==> config.mk <==
export PLATFORM = sky130hd
export DESIGN_NAME = comma_run_monitor
export DESIGN_NICKNAME = d
export VERILOG_FILES = /design/src/rtl/crm_pkg.sv /design/src/rtl/crm_window.sv /design/src/rtl/crm_comma_detect.sv /design/src/rtl/crm_run_check.sv /design/src/rtl/crm_align_fsm.sv /design/src/rtl/comma_run_monitor.sv
export SDC_FILE = /design/constraint.sdc
export NUM_CORES = 1
export LEC_CHECK = 0
export BUFFER_PORTS_ARGS = -buffer_cell sky130_fd_sc_hd__buf_2
export CAP_MARGIN = 20
export CORE_MARGIN = 2
export CORE_UTILIZATION = 56
export CTS_CLUSTER_SIZE = 16
export DETAILED_ROUTE_END_ITERATION = 16
export PLACE_DENSITY = 0.77
export SETUP_SLACK_MARGIN = 0.05
export SLEW_MARGIN = 30
export SYNTH_ARGS = -nofsm -noshare
export SYNTH_HDL_FRONTEND = slang
export SYNTH_SLANG_ARGS = --single-unit
==> constraint.sdc <==
create_clock -name clk -period 2.4 [get_ports clk]
set_input_delay 0 -clock clk [delete_from_list [all_inputs] [get_ports clk]]
set_output_delay 0 -clock clk [all_outputs]
set_load 0.02 [all_outputs]
==> src/rtl/crm_pkg.sv <==
package crm_pkg;

    // Width of one code-group on the line.
    localparam int SYM_W = 10;

    // K28.5, earliest-sent bit in the MSB.
    localparam logic [SYM_W-1:0] K_NEG = 10'b0011111010;
    localparam logic [SYM_W-1:0] K_POS = 10'b1100000101;

    // Number of comma forms searched for.
    localparam int N_FORMS = 2;

    typedef enum logic [1:0] {
        ST_HUNT        = 2'd0,
        ST_AFTER_COMMA = 2'd1,
        ST_AFTER_DATA  = 2'd2
    } align_state_t;

    function automatic logic [SYM_W-1:0] comma_form(input int idx);
        return (idx == 0) ? K_NEG : K_POS;
    endfunction

endpackage

==> src/rtl/crm_window.sv <==
// Sliding window of the most recent accepted bits plus a fill indicator.
module crm_window
    import crm_pkg::*;
(
    input  logic             clk,
    input  logic             rst,
    input  logic             bit_in,
    input  logic             bit_vld,
    output logic [SYM_W-1:0] win_next,
    output logic             full_next
);

    localparam int FILL_W   = $clog2(SYM_W);
    localparam int FILL_MAX = SYM_W - 1;

    logic [SYM_W-1:0]  win_q;
    logic [FILL_W-1:0] fill_q;

    // Window as it stands once the current bit is included.
    assign win_next  = {win_q[SYM_W-2:0], bit_in};
    // True when the current bit completes at least SYM_W accepted bits.
    assign full_next = (fill_q == FILL_W'(FILL_MAX));

    always_ff @(posedge clk) begin
        if (rst) begin
            win_q  <= '0;
            fill_q <= '0;
        end else if (bit_vld) begin
            win_q <= win_next;
            if (fill_q != FILL_W'(FILL_MAX)) begin
                fill_q <= fill_q + 1'b1;
            end
        end
    end

endmodule

==> src/rtl/crm_comma_detect.sv <==
// Compares the window with each comma form.
module crm_comma_detect
    import crm_pkg::*;
(
    input  logic [SYM_W-1:0] win,
    input  logic             full,
    output logic             hit_neg,
    output logic             hit_pos
);

    logic [N_FORMS-1:0] hit;

    for (genvar f = 0; f < N_FORMS; f++) begin : g_form
        localparam logic [SYM_W-1:0] FORM = comma_form(f);
        assign hit[f] = full && (win == FORM);
    end

    assign hit_neg = hit[0];
    assign hit_pos = hit[1];

endmodule

==> src/rtl/crm_run_check.sv <==
// Counts identical accepted bits and flags runs beyond MAX_RUN.
module crm_run_check #(
    parameter int MAX_RUN = 5
) (
    input  logic clk,
    input  logic rst,
    input  logic bit_in,
    input  logic bit_vld,
    output logic run_err
);

    localparam int               CNT_W = $clog2(MAX_RUN + 2);
    localparam logic [CNT_W-1:0] SAT   = CNT_W'(MAX_RUN + 1);
    localparam logic [CNT_W-1:0] LIMIT = CNT_W'(MAX_RUN);

    logic [CNT_W-1:0] run_q;
    logic [CNT_W-1:0] run_d;
    logic             prev_q;
    logic             seen_q;

    always_comb begin
        if (seen_q && (bit_in == prev_q)) begin
            run_d = (run_q == SAT) ? run_q : run_q + 1'b1;
        end else begin
            run_d = CNT_W'(1);
        end
    end

    always_ff @(posedge clk) begin
        if (rst) begin
            run_q   <= '0;
            prev_q  <= 1'b0;
            seen_q  <= 1'b0;
            run_err <= 1'b0;
        end else if (bit_vld) begin
            run_q   <= run_d;
            prev_q  <= bit_in;
            seen_q  <= 1'b1;
            run_err <= (run_d > LIMIT);
        end else begin
            run_err <= 1'b0;
        end
    end

endmodule

==> src/rtl/crm_align_fsm.sv <==
// Symbol framer: alignment state machine, phase counter and output registers.
module crm_align_fsm
    import crm_pkg::*;
(
    input  logic             clk,
    input  logic             rst,
    input  logic             bit_vld,
    input  logic [SYM_W-1:0] win_next,
    input  logic             hit_neg,
    input  logic             hit_pos,
    output logic             comma_pulse,
    output logic             comma_pos,
    output logic             alt_err,
    output logic [SYM_W-1:0] sym_data,
    output logic             sym_stb
);

    localparam int               PH_W   = $clog2(SYM_W);
    localparam logic [PH_W-1:0]  PH_END = PH_W'(SYM_W - 1);

    align_state_t    state_q;
    align_state_t    state_d;
    logic [PH_W-1:0] phase_q;

    logic comma_hit;
    logic at_edge;
    logic alt_hit;

    assign comma_hit = bit_vld && (hit_neg || hit_pos);
    assign at_edge   = bit_vld && (state_q != ST_HUNT) && (phase_q == PH_END);
    assign alt_hit   = comma_hit && at_edge && (state_q == ST_AFTER_COMMA)
                       && (hit_pos == comma_pos);

    // Next-state logic.
    always_comb begin
        state_d = state_q;
        unique case (state_q)
            ST_HUNT: begin
                if (comma_hit) state_d = ST_AFTER_COMMA;
            end
            ST_AFTER_COMMA: begin
                if (comma_hit)    state_d = ST_AFTER_COMMA;
                else if (at_edge) state_d = ST_AFTER_DATA;
            end
            ST_AFTER_DATA: begin
                if (comma_hit) state_d = ST_AFTER_COMMA;
            end
            default: state_d = ST_HUNT;
        endcase
    end

    // State register.
    always_ff @(posedge clk) begin
        if (rst) state_q <= ST_HUNT;
        else     state_q <= state_d;
    end

    // Phase within the current symbol.
    always_ff @(posedge clk) begin
        if (rst) begin
            phase_q <= '0;
        end else if (comma_hit) begin
            phase_q <= '0;
        end else if (bit_vld && (state_q != ST_HUNT)) begin
            phase_q <= at_edge ? '0 : phase_q + 1'b1;
        end
    end

    // Registered outputs.
    always_ff @(posedge clk) begin
        if (rst) begin
            comma_pulse <= 1'b0;
            comma_pos   <= 1'b0;
            alt_err     <= 1'b0;
            sym_stb     <= 1'b0;
            sym_data    <= '0;
        end else begin
            comma_pulse <= comma_hit;
            sym_stb     <= at_edge;
            alt_err     <= alt_hit;
            if (comma_hit) comma_pos <= hit_pos;
            if (at_edge)   sym_data  <= win_next;
        end
    end

endmodule

==> src/rtl/comma_run_monitor.sv <==
// 8b/10b comma alignment and run-length monitor.
module comma_run_monitor
    import crm_pkg::*;
#(
    parameter int MAX_RUN = 5
) (
    input  logic             clk,
    input  logic             rst,
    input  logic             bit_in,
    input  logic             bit_vld,
    output logic             comma_pulse,
    output logic             comma_pos,
    output logic             run_err,
    output logic             alt_err,
    output logic [SYM_W-1:0] sym_data,
    output logic             sym_stb
);

    logic [SYM_W-1:0] win_next;
    logic             full_next;
    logic             hit_neg;
    logic             hit_pos;

    crm_window u_window (
        .clk       (clk),
        .rst       (rst),
        .bit_in    (bit_in),
        .bit_vld   (bit_vld),
        .win_next  (win_next),
        .full_next (full_next)
    );

    crm_comma_detect u_detect (
        .win     (win_next),
        .full    (full_next),
        .hit_neg (hit_neg),
        .hit_pos (hit_pos)
    );

    crm_run_check #(.MAX_RUN(MAX_RUN)) u_run (
        .clk     (clk),
        .rst     (rst),
        .bit_in  (bit_in),
        .bit_vld (bit_vld),
        .run_err (run_err)
    );

    crm_align_fsm u_fsm (
        .clk         (clk),
        .rst         (rst),
        .bit_vld     (bit_vld),
        .win_next    (win_next),
        .hit_neg     (hit_neg),
        .hit_pos     (hit_pos),
        .comma_pulse (comma_pulse),
        .comma_pos   (comma_pos),
        .alt_err     (alt_err),
        .sym_data    (sym_data),
        .sym_stb     (sym_stb)
    );

endmodule

Word level (Yosys, flattened, before mapping) --
Cells that the tools add are included. Widths: inputs -> output; s select.
Word-level totals: register bits 39, word-level logic and storage cells 54, input bits 4, output and inout bits 15
Operators by class: bitwise operators 1, add/sub/neg operators 3, $lt $le $gt $ge 1, reductions and logical operators 17, eq/ne operators 12, mux-type cells 7
Operator list (count):
- $eq 10x10->1 const B | 1
- $eq 10x8->1 const B | 1
- $logic_and 1x1->1 | 9
- $add 4x1->4 const B | 2
- $eq 4x4->1 const B | 2
- $mux 2 | 3
- $mux 3 | 2
- $reduce_or 2->1 | 3
- $mux 4 | 1
- $ne 4x4->1 const B | 1
- $pmux 2 s2 | 1
- $reduce_and 2->1 | 2
- $add 3x1->3 const B | 1
- $eq 3x3->1 const B | 1
- $gt 3x3->1 const B | 1
- $ne 3x1->1 const B | 1
- $eq 1x1->1 | 2
- $eq 2x1->1 const B | 1
- $eq 2x2->1 const B | 1
- $logic_not 2->1 | 1
- $ne 2x1->1 const B | 1
- $reduce_bool 2->1 | 1
- $logic_or 1x1->1 | 1
- $not 1->1 | 1

Logic depth before layout (Yosys ltp) --
Gate-level depths: netlist of run 1.
depth after elaboration 7, depth in mapped cells 7, gate-level depth less buffers 6

Cells and area by module --
From an unflattened synthesis of run 1, not the netlist that was laid out.
Unflattened totals: cell total of the unflattened synthesis 186, area, all modules 1739.2 sq um
Modules (own cells, without submodules):
- crm_align_fsm | sequential area each 400.4 sq um, area an instance 813.3 sq um, instances 1, cells an instance 90
- crm_window | sequential area each 260.2 sq um, area an instance 539.3 sq um, instances 1, cells an instance 53
- crm_run_check | sequential area each 120.1 sq um, area an instance 319.1 sq um, instances 1, cells an instance 35
- crm_comma_detect | sequential area each 0.0 sq um, area an instance 67.6 sq um, instances 1, cells an instance 8

Worst setup path after synthesis of run 1 --
No wires, ideal clock.
path kind flip-flop to flip-flop, from register u_window.win_q[3], to register u_fsm.comma_pos, buffers on the path 0, required time 2284 ps, library setup time 116 ps, cell stages (with the launch flop) 5, path slack 531 ps, data arrival time 1752 ps, period minus slack after synthesis 1869 ps, cell sequence dfxtp_1 or4b_1 or4_4 and2_4 a31o_2
Between the ends: longest elaborated chain between the ends 4, elaborated cells on any way between the ends 6, those cells by class 2 x eq/ne; 4 x reduce/logical
Ends and longest elaborated chain:
- start: declaration | RTL line crm_window.sv:16 | logic [SYM_W-1:0] win_q;
- start signal: assignment | RTL line crm_window.sv:29 | win_q <= win_next;
- $eq 10x8->1 / $eq 10x10->1 (equally long branches) | RTL line crm_comma_detect.sv:15 | assign hit[f] = full && (win == FORM);
- $logic_and 1x1->1 | RTL line crm_comma_detect.sv:15
- $logic_or 1x1->1 | RTL line crm_align_fsm.sv:29 | assign comma_hit = bit_vld && (hit_neg || hit_pos);
- $logic_and 1x1->1 | RTL line crm_align_fsm.sv:29
- end signal: assignment | RTL line crm_align_fsm.sv:81 | if (comma_hit) comma_pos <= hit_pos;
- end: declaration | RTL line crm_align_fsm.sv:12 | output logic comma_pos,
Parallel ways exist; a longest one is shown, timed or not. A chain may end at the register's enable or synchronous reset.

Worst setup path after layout of run 1 --
from register u_window.win_q[3], to register u_fsm.state_q[0]
Between the ends: longest elaborated chain between the ends 6, elaborated cells on any way between the ends 11, those cells by class 4 x eq/ne; 2 x mux; 5 x reduce/logical
Ends and longest elaborated chain:
- $eq 10x8->1 / $eq 10x10->1 (equally long branches) | RTL line crm_comma_detect.sv:15
- $logic_and 1x1->1 | RTL line crm_comma_detect.sv:15
- $logic_or 1x1->1 * | RTL line crm_align_fsm.sv:29
- $logic_and 1x1->1 * | RTL line crm_align_fsm.sv:29
- $mux 2 (tied with other cells) | RTL line crm_align_fsm.sv:42 | if (comma_hit) state_d = ST_AFTER_COMMA;
- $pmux 2 s2 / $reduce_and 2->1 (equally long branches)
- end signal: assignment | RTL line crm_align_fsm.sv:55 | else state_q <= state_d;
- end: declaration | RTL line crm_align_fsm.sv:21 | align_state_t state_q;
Mark *: on every way between the ends. The rest lies on a longest branch, timed or not.

==> flow_metrics.tcl, run 1 <==
set metrics [dict create \
    critical_path_arrival_ps 2260 \
    grt_max_degree 37 \
    gp_congestion 0.793 \
    grt_util_all_layers_pct 21.8 \
    clk_path_buf_depth 2 \
    ys_ff_latch 38 \
    slowest_stage "or4_4" \
    yosysWarningCount 0 \
    yosys-top-cells-area "dfxtp_1, nand2_1, ha_1, mux2i_1, a21oi_1" \
    cts_root_buffer "clkbuf_4" \
    drive_gt1_share_pct 15.4 \
    drtIter0Drc 58 \
    grt_pass1_wl_microns 5590 \
    reg2reg_setup_slack_ps 420 \
    postLayoutCoreUtil_pct 66.2 \
    clock_skew_ps 5.98 \
    die_area_sq_um 3370 \
    crit_chain "or4b_1 -> or4_4 -> a21oi_2 -> o21a_1" \
    io-pin-count 19 \
    path_max_fanout 6 \
    start_util_pct 59.4 \
    hold_path.class "in2reg" \
    wl_microns 3180 \
    dr.pass1.iters 4 \
    yosys_most_used_dff "dfxtp_1" \
    port_buffers 18 \
    critPathTopFamily "simple AND/OR/NAND/NOR gates" \
    synth.distinct_cells 38 \
    final.min_clock_period_ps 1980 \
    postCtsSetupBuffers 0 \
    rows 19 \
    synth_cells 186 \
    maxCapViolations 0 \
    clock-sinks 38 \
    power_leakage_uw 0.000735 \
    antenna_found_initial 0 \
    critPathLaunchType "flop" \
    endpoint_kind "flop" \
    grt_pass1_vias 1272 \
    num_vias 1363 \
    power_density_nw_per_um2 575 \
    status "completed" \
    finalHoldViolCount 0 \
    fillers 231 \
    total_power_uw 1050 \
    syn_to_final_growth_pct 11.5 \
    yosysTopAreaCell "dfxtp_1" \
    final_area_sq_um 1830 \
    final.period_utilization_pct 82.3 \
    slew_viol_final 0 \
    num-nets-final 219 \
    syn-num-nets 198 \
    synth_edf_count 0 \
    cts_resized 0 \
    die_w_microns 58.1 \
    detail_route.wl_per_cell_microns 13.3 \
    overflow 0 \
    diodes 0 \
    clk_pin_slew_ps 110 \
    rsz0062_at_grt "no" \
    critical_path_class "reg2reg" \
    htreeDepth 2 \
    syn-cell-area_sq_um 1640 \
    fmax_mhz 506 \
    setup_tns_ps 0 \
    hpwlAfterDp_microns 2250 \
    whs_ps 154 \
    crit_buf_inv 0 \
    setup_viol 0 \
    post-route-drc-count 0 \
    required_ps 2690 \
    cts_buffers 5 \
    async_reset_ff_share_pct 0 \
    cts_tree "done" \
    synth_sequential_area_ratio_pct 46.4 \
    placed_area_sq_um 1760 \
    vdd_drop_max_v 0.000505 \
    slew_headroom_pct 58.6 \
    viasPerCell 5.70 \
    synth_top_area_share_pct 46.4 \
    clk_latency_ps 340 \
    max_stage_delay_ps 560 \
    postRouteAntennaNets 0 \
    max_slew.worst_pin.slew_ps 619 \
    die_y_microns 58.1 \
    coreArea_sq_um 2760 \
    syn_area_per_cell_sq_um 8.81 \
]
cells in the mapped netlist, types with 2 or more instances:
| library cell | count |
|---|---|
| nand2_1 | 29 |
| xor2_1 | 3 |
| ha_1 | 8 |
| a311oi_1 | 3 |
| or4_1 | 2 |
| nand2b_1 | 3 |
| a21oi_1 | 18 |
| nor2_1 | 21 |
| buf_1 | 3 |
| dfxtp_1 | 38 |
| nand3b_1 | 4 |
| nor3_1 | 5 |
| mux2i_1 | 10 |
| clkbuf_1 | 4 |
| inv_1 | 9 |
| a211oi_1 | 2 |
| nand3_1 | 3 |
timing repair:
| item | in CTS | in global routing |
|---|---|---|
| hold endpoints to repair | 2 | 0 |
| endpoints found under the setup margin | 0 | 0 |
| hold buffers | 1 | 0 |
kinds of logic after synthesis:
family / synth area share, %
simple gates: 23.5
mux: 6.11
fa+ha+maj: 6.11
compound gates: 12.0
buf+inv: 3.67
xor+xnor: 2.14
flops: 46.4
layout by cell type, fill, tap and decap left out, types with 2 or more instances in the layout:
cell type  count
a211oi_1       2
nand2b_1       3
ha_1           8
dfxtp_1       38
mux2i_1       10
xor2_1         3
nand3_1        3
nand3b_1       4
nor3_1         5
a311oi_1       3
clkbuf_4       5
or4_1          2
inv_1          9
nand2_1       29
a21oi_1       18
buf_4          2
buf_2         18
nor2_1        21
state kept, by name, summed over array words and instances, names as in the netlist:
register,cells
u_window.fill_q,4
u_run.seen_q,1
u_fsm.alt_err,1
u_fsm.comma_pulse,1
u_run.run_q,3
u_fsm.sym_data,10
u_window.win_q,9
u_fsm.sym_stb,1
u_run.run_err,1
u_fsm.phase_q,4
u_fsm.state_q,2
u_fsm.comma_pos,1
metrics by stage:
stage               std cells  setup slack, ps
finish                    239              425
global route              239              363
CTS                       239              424
detailed placement        230              453
global placement          230              500
floorplan                 186              531
power breakdown:
part / leakage (uW) / switching (uW) / internal (uW)
registers: 0.000307 / 8.68 / 639
logic: 0.000392 / 35.9 / 21.2
clock network: 0.0000353 / 202 / 142
total: 0.000735 / 247 / 802
worst min-delay path: stages:
cell    delay [ps]
buf_2           90
buf_4          240
nor2_1         130
layout make-up:
| type | instances | area [sq um] | area share, % |
|---|---|---|---|
| sequential | 38 | 761 | 41.7 |
| clock inverter | 1 | 5.00 | 0.274 |
| multi-input combinational | 132 | 817 | 44.8 |
| clock buffer | 7 | 55.1 | 3.02 |
| inverter | 9 | 33.8 | 1.85 |
| tap | 31 | 38.8 | 2.12 |
| timing repair buffer | 21 | 115 | 6.31 |
path summary, 6_finish.rpt:
path / start / endpoint / cells past startpoint
worst max-delay path: u_window.win_q[3] / u_fsm.state_q[0] / 4
worst min-delay path: rst / u_fsm.sym_stb / 3
worst max register to register: u_window.win_q[3] / u_fsm.state_q[0] / 4
worst min register to register: u_fsm.sym_data[0] / u_fsm.sym_data[0] / 2
per-layer routing:
layer / share of wire, % / wire length, microns / track usage, % / up-vias
li1: - / - / - / 681
met1: 47 / 1490 / 25.9 / 644
met2: 47 / 1500 / 36.9 / 30
met3: 4.4 / 139 / 6.70 / 8
met4: 1.7 / 53 / 8.64 / 0
met5: 0 / 0 / 0 / -
Power figures use the tool's default switching activity.
==> run 2: changes to the inputs <==
--- a/config.mk
+++ b/config.mk
@@ -8,10 +8,10 @@
 export BUFFER_PORTS_ARGS = -buffer_cell sky130_fd_sc_hd__buf_2
 export CAP_MARGIN = 20
 export CORE_MARGIN = 2
-export CORE_UTILIZATION = 56
+export CORE_UTILIZATION = 51
 export CTS_CLUSTER_SIZE = 16
 export DETAILED_ROUTE_END_ITERATION = 16
-export PLACE_DENSITY = 0.77
+export PLACE_DENSITY = 0.74
 export SETUP_SLACK_MARGIN = 0.05
 export SLEW_MARGIN = 30
 export SYNTH_ARGS = -nofsm -noshare
==> constraint.sdc (replaced) <==
create_clock -name clk -period 1.66 [get_ports clk]
set_input_delay 0 -clock clk [delete_from_list [all_inputs] [get_ports clk]]
set_output_delay 0 -clock clk [all_outputs]
set_load 0.02 [all_outputs]
==> run 2 against run 1 <==
Net effect:
- the run now ends with negative setup slack left
- die area grew 9.1%
- global-route usage decreased by 1.3 points
- final cell count rose by 11%
- register-to-register slack worse by 560 ps
- critical path depth unchanged
- critical path type unchanged
==> flow_metrics.tcl, run 2 (synthesis results as in run 1) <==
set metrics [dict create \
    status "complete, but fails checks" \
    failed_checks "negative setup slack" \
    coreArea_sq_um 3050 \
    path_max_fanout 3 \
    clk_latency_ps 350 \
    die_y_microns 60.7 \
    p_int_uw 1250 \
    grt_util_all_layers_pct 20.5 \
    grt_pass1_wl_microns 5550 \
    top_regs "u_fsm.sym_data x10, u_window.win_q x9" \
    postRouteAntennaNets 0 \
    slew_headroom_pct 72.4 \
    critical_path_arrival_ps 2060 \
    viasPerCell 5.22 \
    whs_ps 61.8 \
    slew_viol_final 0 \
    power_density_nw_per_um2 806 \
    fmax_mhz 558 \
    port_buffers 18 \
    setup_viol 9 \
    hold_path_depth 2 \
    diodes 0 \
    hpwlAfterDp_microns 2350 \
    reg2reg_depth 4 \
    swShare_pct 22.4 \
    drtIter0Drc 50 \
    min_to "u_window.fill_q[0]" \
    setup_tns_ps -805 \
    gp_congestion 0.760 \
    final.min_clock_period_ps 1790 \
    timing.rr.start "u_window.win_q[3]" \
    htreeDepth 2 \
    final.period_utilization_pct 108 \
    r2r-end "u_fsm.alt_err" \
    finalHoldViolCount 0 \
    die_w_microns 60.7 \
    grt_max_degree 23 \
    power_leakage_uw 0.000821 \
    num-nets-final 233 \
    critical_path_class "reg2reg" \
    pre_cts_slack_ps -133 \
    reg2reg_setup_slack_ps -130 \
    io-pin-count 19 \
    post-route-drc-count 0 \
    drive_gt1_share_pct 24.8 \
    vdd_drop_max_v 0.000500 \
    cts_root_buffer "clkbuf_4" \
    pwr-share-clk_pct 36.2 \
    start_util_pct 53.6 \
    pwr-share-seq_pct 57.7 \
    max_slew.worst_pin.slew_ps 413 \
    combPwrFrac_pct 6.2 \
    total_power_uw 1620 \
    cts_buffers 5 \
    wl_microns 3400 \
    rsz0062_at_grt "yes" \
    critPathLaunchType "flop" \
    endpoint_kind "flop" \
    regMostFlops "u_fsm.sym_data" \
    grt_pass1_vias 1279 \
    maxCapViolations 0 \
    largest_reg_flops 10 \
    cts_tree "done" \
    setup_slack_ps -131 \
    detail_route.wl_per_cell_microns 12.8 \
    final_common_cell "dfxtp_1" \
    die_area_sq_um 3680 \
    min_from "rst" \
    clock_skew_ps 8.56 \
    overflow 0 \
    rows 20 \
    dr.pass1.iters 4 \
    final_cell_mix "dfxtp_1, nand2_1, nor2_1, a21oi_1, buf_2" \
    required_ps 1930 \
    hold_path.class "in2reg" \
    syn_to_final_growth_pct 22.3 \
    clock-sinks 38 \
    p_sw_uw 362 \
    num_vias 1389 \
    clk_path_buf_depth 2 \
    antenna_found_initial 0 \
    clk_pin_slew_ps 110 \
]
-- run 2: cell count changes in the layout (fill, tap and decap cells not counted), sizes merged --
cell,before,now
buf,20,34
clkbuf,7,8
clkinv,1,0
-- run 2: critical path, stage by stage, from the launching register on --
cell and delay [ps]:
dfxtp_2 330, or4b_1 500, or4_4 460, and2_4 170, nor4_2 240
-- run 2: stage by stage --
| step | cell area (sq um) | instances | utilization [%] |
|---|---|---|---|
| final | 2000 | 266 | 65.6 |
| after floorplan | 1640 | 186 | - |
| after detailed placement | 1870 | 256 | 61.3 |
| after global placement | 1870 | 256 | 61.3 |
| after global routing | 2000 | 266 | 65.6 |
| after CTS | 1980 | 265 | 64.8 |
-- run 2: power by group through the flow --
stage,Sequential (uW),Combinational [uW],Clock [uW]
2_1_floorplan,954,58.7,0
3_3_place_gp,951,90.6,0
3_5_place_dp,953,95.2,0
4_1_cts,932,98.7,598
5_1_grt,934,110,633
6_report,932,99.6,584
-- run 2: repair_timing --
action	4_1_cts	5_1_grt
hold buffers	1	0
pin swaps	7	0
buffers inserted	0	1
hold endpoints to repair	2	0
gates resized for setup	4	5
endpoints found under the setup margin	9	19
-- run 2: metal layers --
metal  up-vias  GRT usage [%]  wire, microns
met3         6           5.76            129
met2        19           36.1           1690
met5         -              0              0
met1       657           23.2           1520
li1        707              -              -
met4         0           8.70             60
-- run 2: worst max path at each step --
stage | startpoint | endpoint | slack, ps | cells past startpoint
final | u_window.win_q[3] | u_fsm.alt_err | -130 | 4
after global routing | u_window.win_q[3] | u_fsm.alt_err | -150 | 4
after CTS | u_window.win_q[3] | u_fsm.alt_err | -140 | 4
after detailed placement | u_window.win_q[3] | u_fsm.state_q[1] | -130 | 4
after global placement | u_window.win_q[3] | u_fsm.state_q[0] | -100 | 4
after floorplan | u_window.win_q[3] | u_fsm.comma_pos | -110 | 4
-- run 2: cell type report --
class / instances / area, sq um
inverter: 9 / 33.8
clock buffer: 8 / 78.8
fill: 268 / 1050
sequential: 38 / 763
timing repair buffer: 35 / 224
multi-input combinational: 132 / 848
tap: 44 / 55.1
==> run 3: changes to the inputs <==
--- a/config.mk
+++ b/config.mk
@@ -17,3 +17,4 @@
 export SYNTH_ARGS = -nofsm -noshare
 export SYNTH_HDL_FRONTEND = slang
 export SYNTH_SLANG_ARGS = --single-unit
+export TNS_END_PERCENT = 1
==> run 3 against run 2 <==
Net effect:
- the flow still finishes with violations (negative setup slack)
- sequential power about the same
- final cell count shrank 0.38%
- sequential share of layout area rose by 0.30 points
- hold slack got worse by 15 ps
- critical path type unchanged
==> flow_metrics.tcl, run 3 (synthesis results as in run 1) <==
set metrics [dict create \
    status "complete, but fails checks" \
    grt_util_all_layers_pct 20.6 \
    drtIter0Drc 55 \
    htreeDepth 2 \
    overflow 0 \
    setup_viol 8 \
    postRouteAntennaNets 0 \
    cts_root_buffer "clkbuf_4" \
    gp_congestion 0.768 \
    postLayoutCoreUtil_pct 65.0 \
    diodes 0 \
    max_slew.worst_pin.slew_ps 402 \
    die_w_microns 60.7 \
    finalHoldViolCount 0 \
    detail_route.wl_per_cell_microns 12.0 \
    viasPerCell 5.13 \
    postCtsSetupBuffers 0 \
    final_common_cell "dfxtp_1" \
    largest_reg_flops 10 \
    wl_microns 3190 \
    vdd_drop_max_v 0.000588 \
    whs_ps 46.9 \
    drive_gt1_share_pct 23.5 \
    path_max_fanout 3 \
    pre_cts_slack_ps -147 \
    final.period_utilization_pct 108 \
    coreArea_sq_um 3050 \
    dr.pass1.iters 4 \
    endpoint_kind "flop" \
    final.min_clock_period_ps 1790 \
    required_ps 1910 \
    grt_pass1_vias 1338 \
    antenna_found_initial 0 \
    critPathLaunchType "flop" \
    cts_tree "done" \
    io-pin-count 19 \
    num_vias 1360 \
    fmax_mhz 558 \
    critical_path_arrival_ps 2040 \
    power_density_nw_per_um2 831 \
    rows 20 \
    hold_path.class "in2reg" \
    clock-sinks 38 \
    regMostFlops "u_fsm.sym_data" \
    die_area_sq_um 3680 \
    final_cell_mix "dfxtp_1, nand2_1, nor2_1, a21oi_1, buf_2" \
    grt_pass1_wl_microns 5550 \
    clk_pin_slew_ps 120 \
    setup_slack_ps -133 \
    syn_to_final_growth_pct 21.2 \
    hpwlAfterDp_microns 2350 \
    post-route-drc-count 0 \
    slew_viol_final 0 \
    port_buffers 18 \
    cts_buffers 5 \
    die_y_microns 60.7 \
    slew_headroom_pct 73.2 \
    clock_skew_ps 7.03 \
    clk_latency_ps 340 \
    top_regs "u_fsm.sym_data x10, u_window.win_q x9" \
    clk_path_buf_depth 2 \
    rsz0062_at_grt "yes" \
    start_util_pct 53.6 \
    maxCapViolations 0 \
    critical_path_class "reg2reg" \
    grt_max_degree 23 \
    num-nets-final 232 \
    power_leakage_uw 0.000816 \
    failed_checks "negative setup slack" \
]
==> run 3: cell count changes in the layout (fill, tap and decap cells not counted), sizes merged <==
cell	delta
bufinv	+1
clkbuf	-3
buf	-1
clkinv	+2
==> run 3: area by class of cell <==
| type | instances | area (sq um) |
|---|---|---|
| Fill cell | 268 | 1070 |
| Clock inverter | 3 | 40.0 |
| Timing Repair Buffer | 34 | 213 |
| Sequential cell | 38 | 762 |
| Clock buffer | 5 | 37.5 |
| Inverter | 9 | 33.8 |
| Tap cell | 44 | 55.1 |
| Multi-Input combinational cell | 132 | 843 |
==> run 3: path summary, 6_finish.rpt <==
path / start / end / slack (ps) / depth (start not counted)
setup / recovery: u_window.win_q[3] / u_fsm.comma_pos / -130 / 4
setup reg to reg: u_window.win_q[3] / u_fsm.comma_pos / -130 / 4
hold / removal: rst / u_window.win_q[4] / 50 / 2
hold reg to reg: u_fsm.sym_data[9] / u_fsm.sym_data[9] / 460 / 2
==> run 3: through the flow <==
step	setup TNS [ps]	power [uW]	cells	area, sq um
floorplan	-382	1010	186	1640
global placement	-628	1040	256	1870
detailed placement	-931	1050	256	1870
CTS	-638	1670	265	1980
global route	-1130	1730	265	1980
finish	-555	1650	265	1980
==> run 3: metal layers <==
layer / vias up / global-route usage (%) / wire (microns)
li1: 708 / - / -
met1: 620 / 23.7 / 1430
met2: 27 / 34.3 / 1570
met3: 5 / 7.25 / 146
met4: 0 / 9.32 / 42
met5: - / 0 / 0
==> run 3: report_power, final <==
| group | internal [uW] | leakage (uW) | total, uW | switching (uW) |
|---|---|---|---|---|
| registers | 924 | 0.000308 | 932 | 7.68 |
| logic | 40.7 | 0.000463 | 99.1 | 58.3 |
| clock network | 312 | 0.0000450 | 618 | 306 |
==> run 3: timing repair <==
action	in CTS	in global routing
endpoints found under the setup margin	9	19
hold buffers	1	0
cloned	0	0
pin swaps	1	2
hold endpoints to repair	2	0
resized for setup	4	3
==> run 3: worst max-delay path, cell delays in order (launching register included) <==
cell     delay (ps)
dfxtp_1         320
or4b_1          510
or4_4           460
and2_4          170
a31o_2          230
